## src/rtl/sys_cfg_regs.sv

```systemverilog
module sys_cfg_regs #(
  parameter int ADDR_W = 8,
  parameter int NPORT  = 5
) (
  input  logic                  clk,
  input  logic                  rst_n,
  input  logic                  wr_en,
  input  logic [ADDR_W-1:0]     addr,
  input  logic [31:0]           wdata,
  output logic [31:0]           rdata,
  input  logic                  flag_set,
  input  logic [NPORT*16-1:0]   gpio_irq,
  output logic [15:0]           line_out
);
  localparam int LINES = 16;
  localparam int NSEL  = LINES / 4;
  localparam logic [31:0] REMAP_MASK = 32'h0000_0107;
  localparam logic [31:0] CFG1_MASK  = 32'hFCFF_0101;
  localparam logic [31:0] CFG1_RST   = 32'h7C00_0001;
  localparam logic [4:0]  NPORT_W    = 5'(NPORT);

  localparam logic [ADDR_W-3:0] A_REMAP = 0;
  localparam logic [ADDR_W-3:0] A_CFG1  = 1;
  localparam logic [ADDR_W-3:0] A_SEL0  = 2;
  localparam logic [ADDR_W-3:0] A_SEL1  = 3;
  localparam logic [ADDR_W-3:0] A_SEL2  = 4;
  localparam logic [ADDR_W-3:0] A_SEL3  = 5;
  localparam logic [ADDR_W-3:0] A_STAT  = 6;
  localparam logic [ADDR_W-3:0] A_CFG2  = 7;
  localparam logic [ADDR_W-3:0] A_WP1   = 8;
  localparam logic [ADDR_W-3:0] A_KEY   = 9;
  localparam logic [ADDR_W-3:0] A_WP2   = 10;

  logic [ADDR_W-3:0] widx;
  logic [31:0]       remap_q, cfg1_q, wp1_q, wp2_q;
  logic [15:0]       sel_q [NSEL];
  logic [3:0]        cfg2_q;
  logic              flag_q;
  logic [7:0]        key_q;

  assign widx = addr[ADDR_W-1:2];

  always_ff @(posedge clk) begin
    if (!rst_n) begin
      remap_q <= '0;
      cfg1_q  <= CFG1_RST;
      for (int k = 0; k < NSEL; k++) sel_q[k] <= '0;
      cfg2_q  <= '0;
      flag_q  <= 1'b0;
      wp1_q   <= '0;
      key_q   <= '0;
      wp2_q   <= '0;
    end else begin
      if (wr_en) begin
        case (widx)
          A_REMAP: remap_q <= wdata & REMAP_MASK;
          A_CFG1:  cfg1_q  <= (wdata & CFG1_MASK & ~32'h1) | {31'b0, cfg1_q[0] & wdata[0]};
          A_SEL0:  sel_q[0] <= wdata[15:0];
          A_SEL1:  sel_q[1] <= wdata[15:0];
          A_SEL2:  sel_q[2] <= wdata[15:0];
          A_SEL3:  sel_q[3] <= wdata[15:0];
          A_CFG2:  cfg2_q  <= cfg2_q | wdata[3:0];
          A_WP1:   wp1_q   <= wp1_q | wdata;
          A_KEY:   key_q   <= wdata[7:0];
          A_WP2:   wp2_q   <= wp2_q | wdata;
          default: ;
        endcase
      end
      if (flag_set)
        flag_q <= 1'b1;
      else if (wr_en && widx == A_CFG2 && wdata[8])
        flag_q <= 1'b0;
    end
  end

  always_comb begin
    case (widx)
      A_REMAP: rdata = remap_q;
      A_CFG1:  rdata = cfg1_q;
      A_SEL0:  rdata = {16'b0, sel_q[0]};
      A_SEL1:  rdata = {16'b0, sel_q[1]};
      A_SEL2:  rdata = {16'b0, sel_q[2]};
      A_SEL3:  rdata = {16'b0, sel_q[3]};
      A_STAT:  rdata = '0;
      A_CFG2:  rdata = {23'b0, flag_q, 4'b0, cfg2_q};
      A_WP1:   rdata = wp1_q;
      A_KEY:   rdata = {24'b0, key_q};
      A_WP2:   rdata = wp2_q;
      default: rdata = '0;
    endcase
  end

  for (genvar n = 0; n < LINES; n++) begin : g_line
    logic [15:0] col;
    logic [3:0]  sel;
    assign sel = sel_q[n/4][(n%4)*4 +: 4];
    for (genvar p = 0; p < 16; p++) begin : g_port
      if (p < NPORT) begin : g_on
        assign col[p] = gpio_irq[p*16+n];
      end else begin : g_off
        assign col[p] = 1'b0;
      end
    end
    assign line_out[n] = col[sel];

    p_sel_range_low_r10: assert property (@(posedge clk) disable iff (!rst_n)
      ({1'b0, sel} >= NPORT_W) |-> !line_out[n]);
  end

  p_clear_only_r3: assert property (@(posedge clk) disable iff (!rst_n)
    !cfg1_q[0] |=> !cfg1_q[0]);
  p_sticky_cfg2_r4: assert property (@(posedge clk) disable iff (!rst_n)
    1'b1 |=> ((cfg2_q & $past(cfg2_q)) == $past(cfg2_q)));
  p_sticky_wp1_r5: assert property (@(posedge clk) disable iff (!rst_n)
    1'b1 |=> ((wp1_q & $past(wp1_q)) == $past(wp1_q)));
  p_sticky_wp2_r5: assert property (@(posedge clk) disable iff (!rst_n)
    1'b1 |=> ((wp2_q & $past(wp2_q)) == $past(wp2_q)));
  p_flag_no_write_set_r6: assert property (@(posedge clk) disable iff (!rst_n)
    (!flag_q && !flag_set) |=> !flag_q);
  p_flag_w1c_r6: assert property (@(posedge clk) disable iff (!rst_n)
    (wr_en && widx == A_CFG2 && wdata[8] && !flag_set) |=> !flag_q);
  p_unmapped_zero_r7: assert property (@(posedge clk) disable iff (!rst_n)
    (widx > A_WP2) |-> (rdata == 32'h0));
endmodule

```

## config.mk

```make
export PLATFORM = sky130hd
export DESIGN_NAME = sys_cfg_regs
export DESIGN_NICKNAME = d
export VERILOG_FILES = /design/src/rtl/sys_cfg_regs.sv
export SDC_FILE = /design/constraint.sdc
export NUM_CORES = 1
export LEC_CHECK = 0
export CAP_MARGIN = 10
export CORE_MARGIN = 2
export CORE_UTILIZATION = 54
export CTS_CLUSTER_SIZE = 8
export DETAILED_ROUTE_END_ITERATION = 16
export PLACE_DENSITY = 0.85
export SETUP_SLACK_MARGIN = 0.15
export SLEW_MARGIN = 20
export SYNTH_ARGS = -nofsm -noshare
export SYNTH_HDL_FRONTEND = slang
export SYNTH_SLANG_ARGS = --single-unit
```

## constraint.sdc

```tcl
create_clock -name clk -period 3.4 [get_ports clk]
set_input_delay 0.68 -clock clk [delete_from_list [all_inputs] [get_ports clk]]
set_output_delay 0.68 -clock clk [all_outputs]
set_load 0.005 [all_outputs]
```

==> results of run 1 <==
[synthesized netlist by cell type]
library cell / n
nand4_1: 3
and3_1: 17
buf_1: 1
buf_2: 17
nor4_1: 1
and3_2: 1
nor2b_1: 74
o21ai_0: 2
nor3_2: 1
a22o_1: 3
a222oi_1: 5
a32oi_1: 1
and3_4: 1
a31oi_1: 1
a21oi_1: 76
nor4b_2: 1
inv_1: 3
and2_0: 3
and2_1: 68
mux2i_1: 13
nor2_1: 18
buf_4: 3
nand3_1: 37
a2111oi_0: 4
nand2_1: 74
or4b_4: 1
nor4b_1: 1
mux4_2: 16
nor3_4: 1
nand2b_1: 9
a21boi_0: 17
nor3b_1: 8
a22oi_1: 54
clkbuf_2: 1
clkbuf_1: 26
dfxtp_1: 97
a21boi_1: 1
and4bb_2: 1
edfxtp_1: 64
[how the worst min path moves through the flow]
stage                  to  slack, ns
6_report        cfg1_q[0]       0.48
5_1_grt        cfg1_q[31]       0.51
4_1_cts          key_q[0]       0.46
3_5_place_dp     key_q[0]       0.46
3_3_place_gp    cfg1_q[8]       0.45
2_1_floorplan    key_q[0]       0.43
[timing repair]
action | 4_1_cts | 5_1_grt
gates resized for setup | 51 | 24
endpoints found under the setup margin | 32 | 27
pin swaps | 4 | 4
cloned | 3 | 0
setup buffers | 10 | 4
hold buffers | 0 | 0
[stage by stage]
| step | setup TNS [ns] | util | cells |
|---|---|---|---|
| 5_1_grt | 0 | 0.7822 | 1125 |
| 3_5_place_dp | -7.761 | 0.7201 | 1076 |
| 3_3_place_gp | -7.002 | 0.7201 | 1076 |
| 6_report | 0 | 0.7822 | 1125 |
| 4_1_cts | 0 | 0.7772 | 1121 |
| 2_1_floorplan | 0 | - | 725 |
[sequential cells by signal, summed over array words and instances, names as in the netlist]
register,flops
remap_q,4
cfg2_q,4
wp1_q,32
sel_q,64
wp2_q,32
key_q,8
cfg1_q,16
flag_q,1
[layout make-up]
class                      instances  area, µm²  share of cell area
clock buffer                      21      496.7             0.04757
timing repair buffer             240       2357              0.2258
clock inverter                    11      73.82            0.007070
tap                              176      220.2             0.02109
sequential                       161       3864              0.3700
inverter                           3      11.26            0.001078
multi-input combinational        513       3418              0.3274
[cells by family (layout without fill, tap and decap cells)]
kind of cell | after synthesis | in the layout | synth area share
AOI/OAI and AO/OA | 164 | 164 | 0.1425
muxes | 29 | 29 | 0.06613
DFF | 161 | 161 | 0.5209
and+or+nand+nor | 320 | 320 | 0.2400
buffers and inverters | 51 | 275 | 0.03036
[metal layers]
metal | up-vias | track usage
li1 | 3030 | -
met1 | 3403 | 0.4196
met2 | 540 | 0.5664
met3 | 93 | 0.06297
met4 | 0 | 0.1422
met5 | - | 0
[power by group through the flow]
stage / Combinational [mW] / Clock (mW) / Sequential (mW)
2_1_floorplan: 0.136 / 0 / 2.12
6_report: 0.423 / 1.84 / 2.10
3_3_place_gp: 0.382 / 0 / 2.14
4_1_cts: 0.408 / 1.83 / 2.10
5_1_grt: 0.441 / 1.91 / 2.10
3_5_place_dp: 0.396 / 0 / 2.14
[worst reg2reg max path: stages (launching register included)]
cell	delay, ns
dfxtp_1	0.39
a21oi_1	0.07
nor2b_1	0.21
==> key figures, run 1 <==
CTS
  • Worst-path clk slew: 0.06 ns
  • Clk_lat worst skew: 0.42 ns
  • Clock sinks: 161
  • Clock root cell: clkbuf_16
  • H-tree Lvls: 4
  • Clock buffer depth: 2
  • TritonCTS Buffers: 17
  • CTS tree: done

Floorplan
  • Chip width: 121.2 µm
  • Die area: 14,690 µm²
  • Row cnt: 42
  • Initial Util: 0.5557
  • Core area: 13,350 µm²
  • Die Ht: 121.2 µm
  • Number of I/O pins: 172

Route
  • Antenna Nets Post-Route: 0
  • First-pass DRT Iterations: 6
  • Met2 Routed Length: 12,310 µm
  • Routed length per instance: 22.38 µm
  • Max layer used: met4
  • Vias per cell: 6.281
  • # DRC: 0
  • Final WL: 25,180 µm
  • M1 WL: 9205 µm
  • Initial DRC Count: 853
  • Vias: 7,066
  • Met3 WL post-DR: 2694 µm

Cells and area
  • Layout cells sized above 1: 0.1528
  • Most common cell after layout, fill and taps aside: clkdlybuf4s50_1
  • Fill cell count: 836
  • Layout Nets: 1,060
  • Most frequent cells in the layout: 141 x clkdlybuf4s50_1, 97 x dfxtp_1, 76 x a21oi_1, 74 x nand2_1, 73 x nor2b_1
  • Antenna diodes: 0
  • Finished layout cell area: 10,440 µm²
  • Area Overhead vs Synth: 40.77%

Hold path
  • Hold Crit Depth: 2
  • Hold Path Class: reg2reg
  • Worst Hold Launch: cfg1_q[0]

Global route
  • GRT Total Usage: 0.3345
  • First-pass GRT wire length: 37,890 µm
  • Vias in the first global route: 7,197
  • Largest net degree at the start of global routing: 39
  • Initial antenna violation count: 0
  • Grt total ovfl: 0

Critical path
  • Critical R2R Launch: wp1_q[11]
  • CP Depth: 8
  • Worst Setup Path Type: in2out
  • CP Launch Point: addr[2]
  • Worst-path fanout max: 5
  • Crit path largest cell delay: 0.48 ns
  • Critical path buffers and inverters: 4
  • CP Data Arrival Time: 2.62 ns
  • Cell chain of the critical path: buf_2 -> nor4_4 -> buf_4 -> clkdlybuf4s15_2 -> and3_1 -> a2111oi_0 -> nand3_1 -> clkdlybuf4s50_1
  • Crit path to: rdata[8]
  • Critical Path Start Type: primary input
  • Crit path required time: 2.72 ns
  • Worst reg-to-reg path cell count: 2
  • CP top delay family: buffers and inverters
  • R2R Setup Slk: 2.65 ns
  • Worst setup EP type: output pin
  • Critical path's slowest cell: clkdlybuf4s50_1
  • Worst r2r dst: wp1_q[11]

Placement
  • I/O Buffers: 169
  • DP HPWL: 15,430 µm
  • Place WS: -0.3457 ns
  • Post-place instance area: 9612 µm²
  • Gpl congestion: 0.8923

Synth
  • Synth top area cells: dfxtp_1 26%, edfxtp_1 26%, nor2b_1 6.2%, and2_1 5.7%, a22oi_1 5.5%
  • Gate Count Post-Synth: 725
  • Seq cells post-synth: 161
  • Syn Area/Cell: 10.23 µm²
  • Post-synthesis sequential area ratio: 0.5209
  • Synth Cell Area: 7417 µm²
  • Syn Nets: 849
  • Synth unique cells: 39
  • Share of the synthesized area in the top cell type: 0.2618
  • Yosys warnings: 0
  • Yosys top cell by area: dfxtp_1

STA
  • Final setup viols: 0
  • Crit path time final: 3.299 ns
  • Slew Limit Fails: 0
  • Worst Max-Slew Pin Slew: 0.7197 ns
  • Max-slew headroom: 0.5187
  • Final hold violation count: 0
  • FMAX: 0.3031 GHz
  • Fin Hold WS: 0.4756 ns
  • RSZ-0062 raised after global routing: yes
  • Fin crit share: 0.9704
  • Slack of the critical path: 0.1007 ns
  • Clock Skews: 0 ns

Power
  • Internal power: 3.355 mW
  • PD cells: 417.6 nW/µm²
  • Switch share: 0.2304
  • Pwr Total: 4.360 mW
  • Comb pwr share: 0.097
  • Switch Pwr: 1.005 mW
  • Peak VDD IR: 0.3797 mV
  • Leakage Power: 4.187 nW
  • Sequential share of power: 0.482
  • Clock share of power: 0.421

Status
  • Status: completed

Run
  • Max-Cap Viols: 0
Power figures use the tool's default switching activity.
==> inputs of run 2 (changes only) <==
HOLD_SLACK_MARGIN = 0.06   (was default)
==> results of run 2 <==
Same layout as run 1: the final DEF is identical, and so are final timing and power.
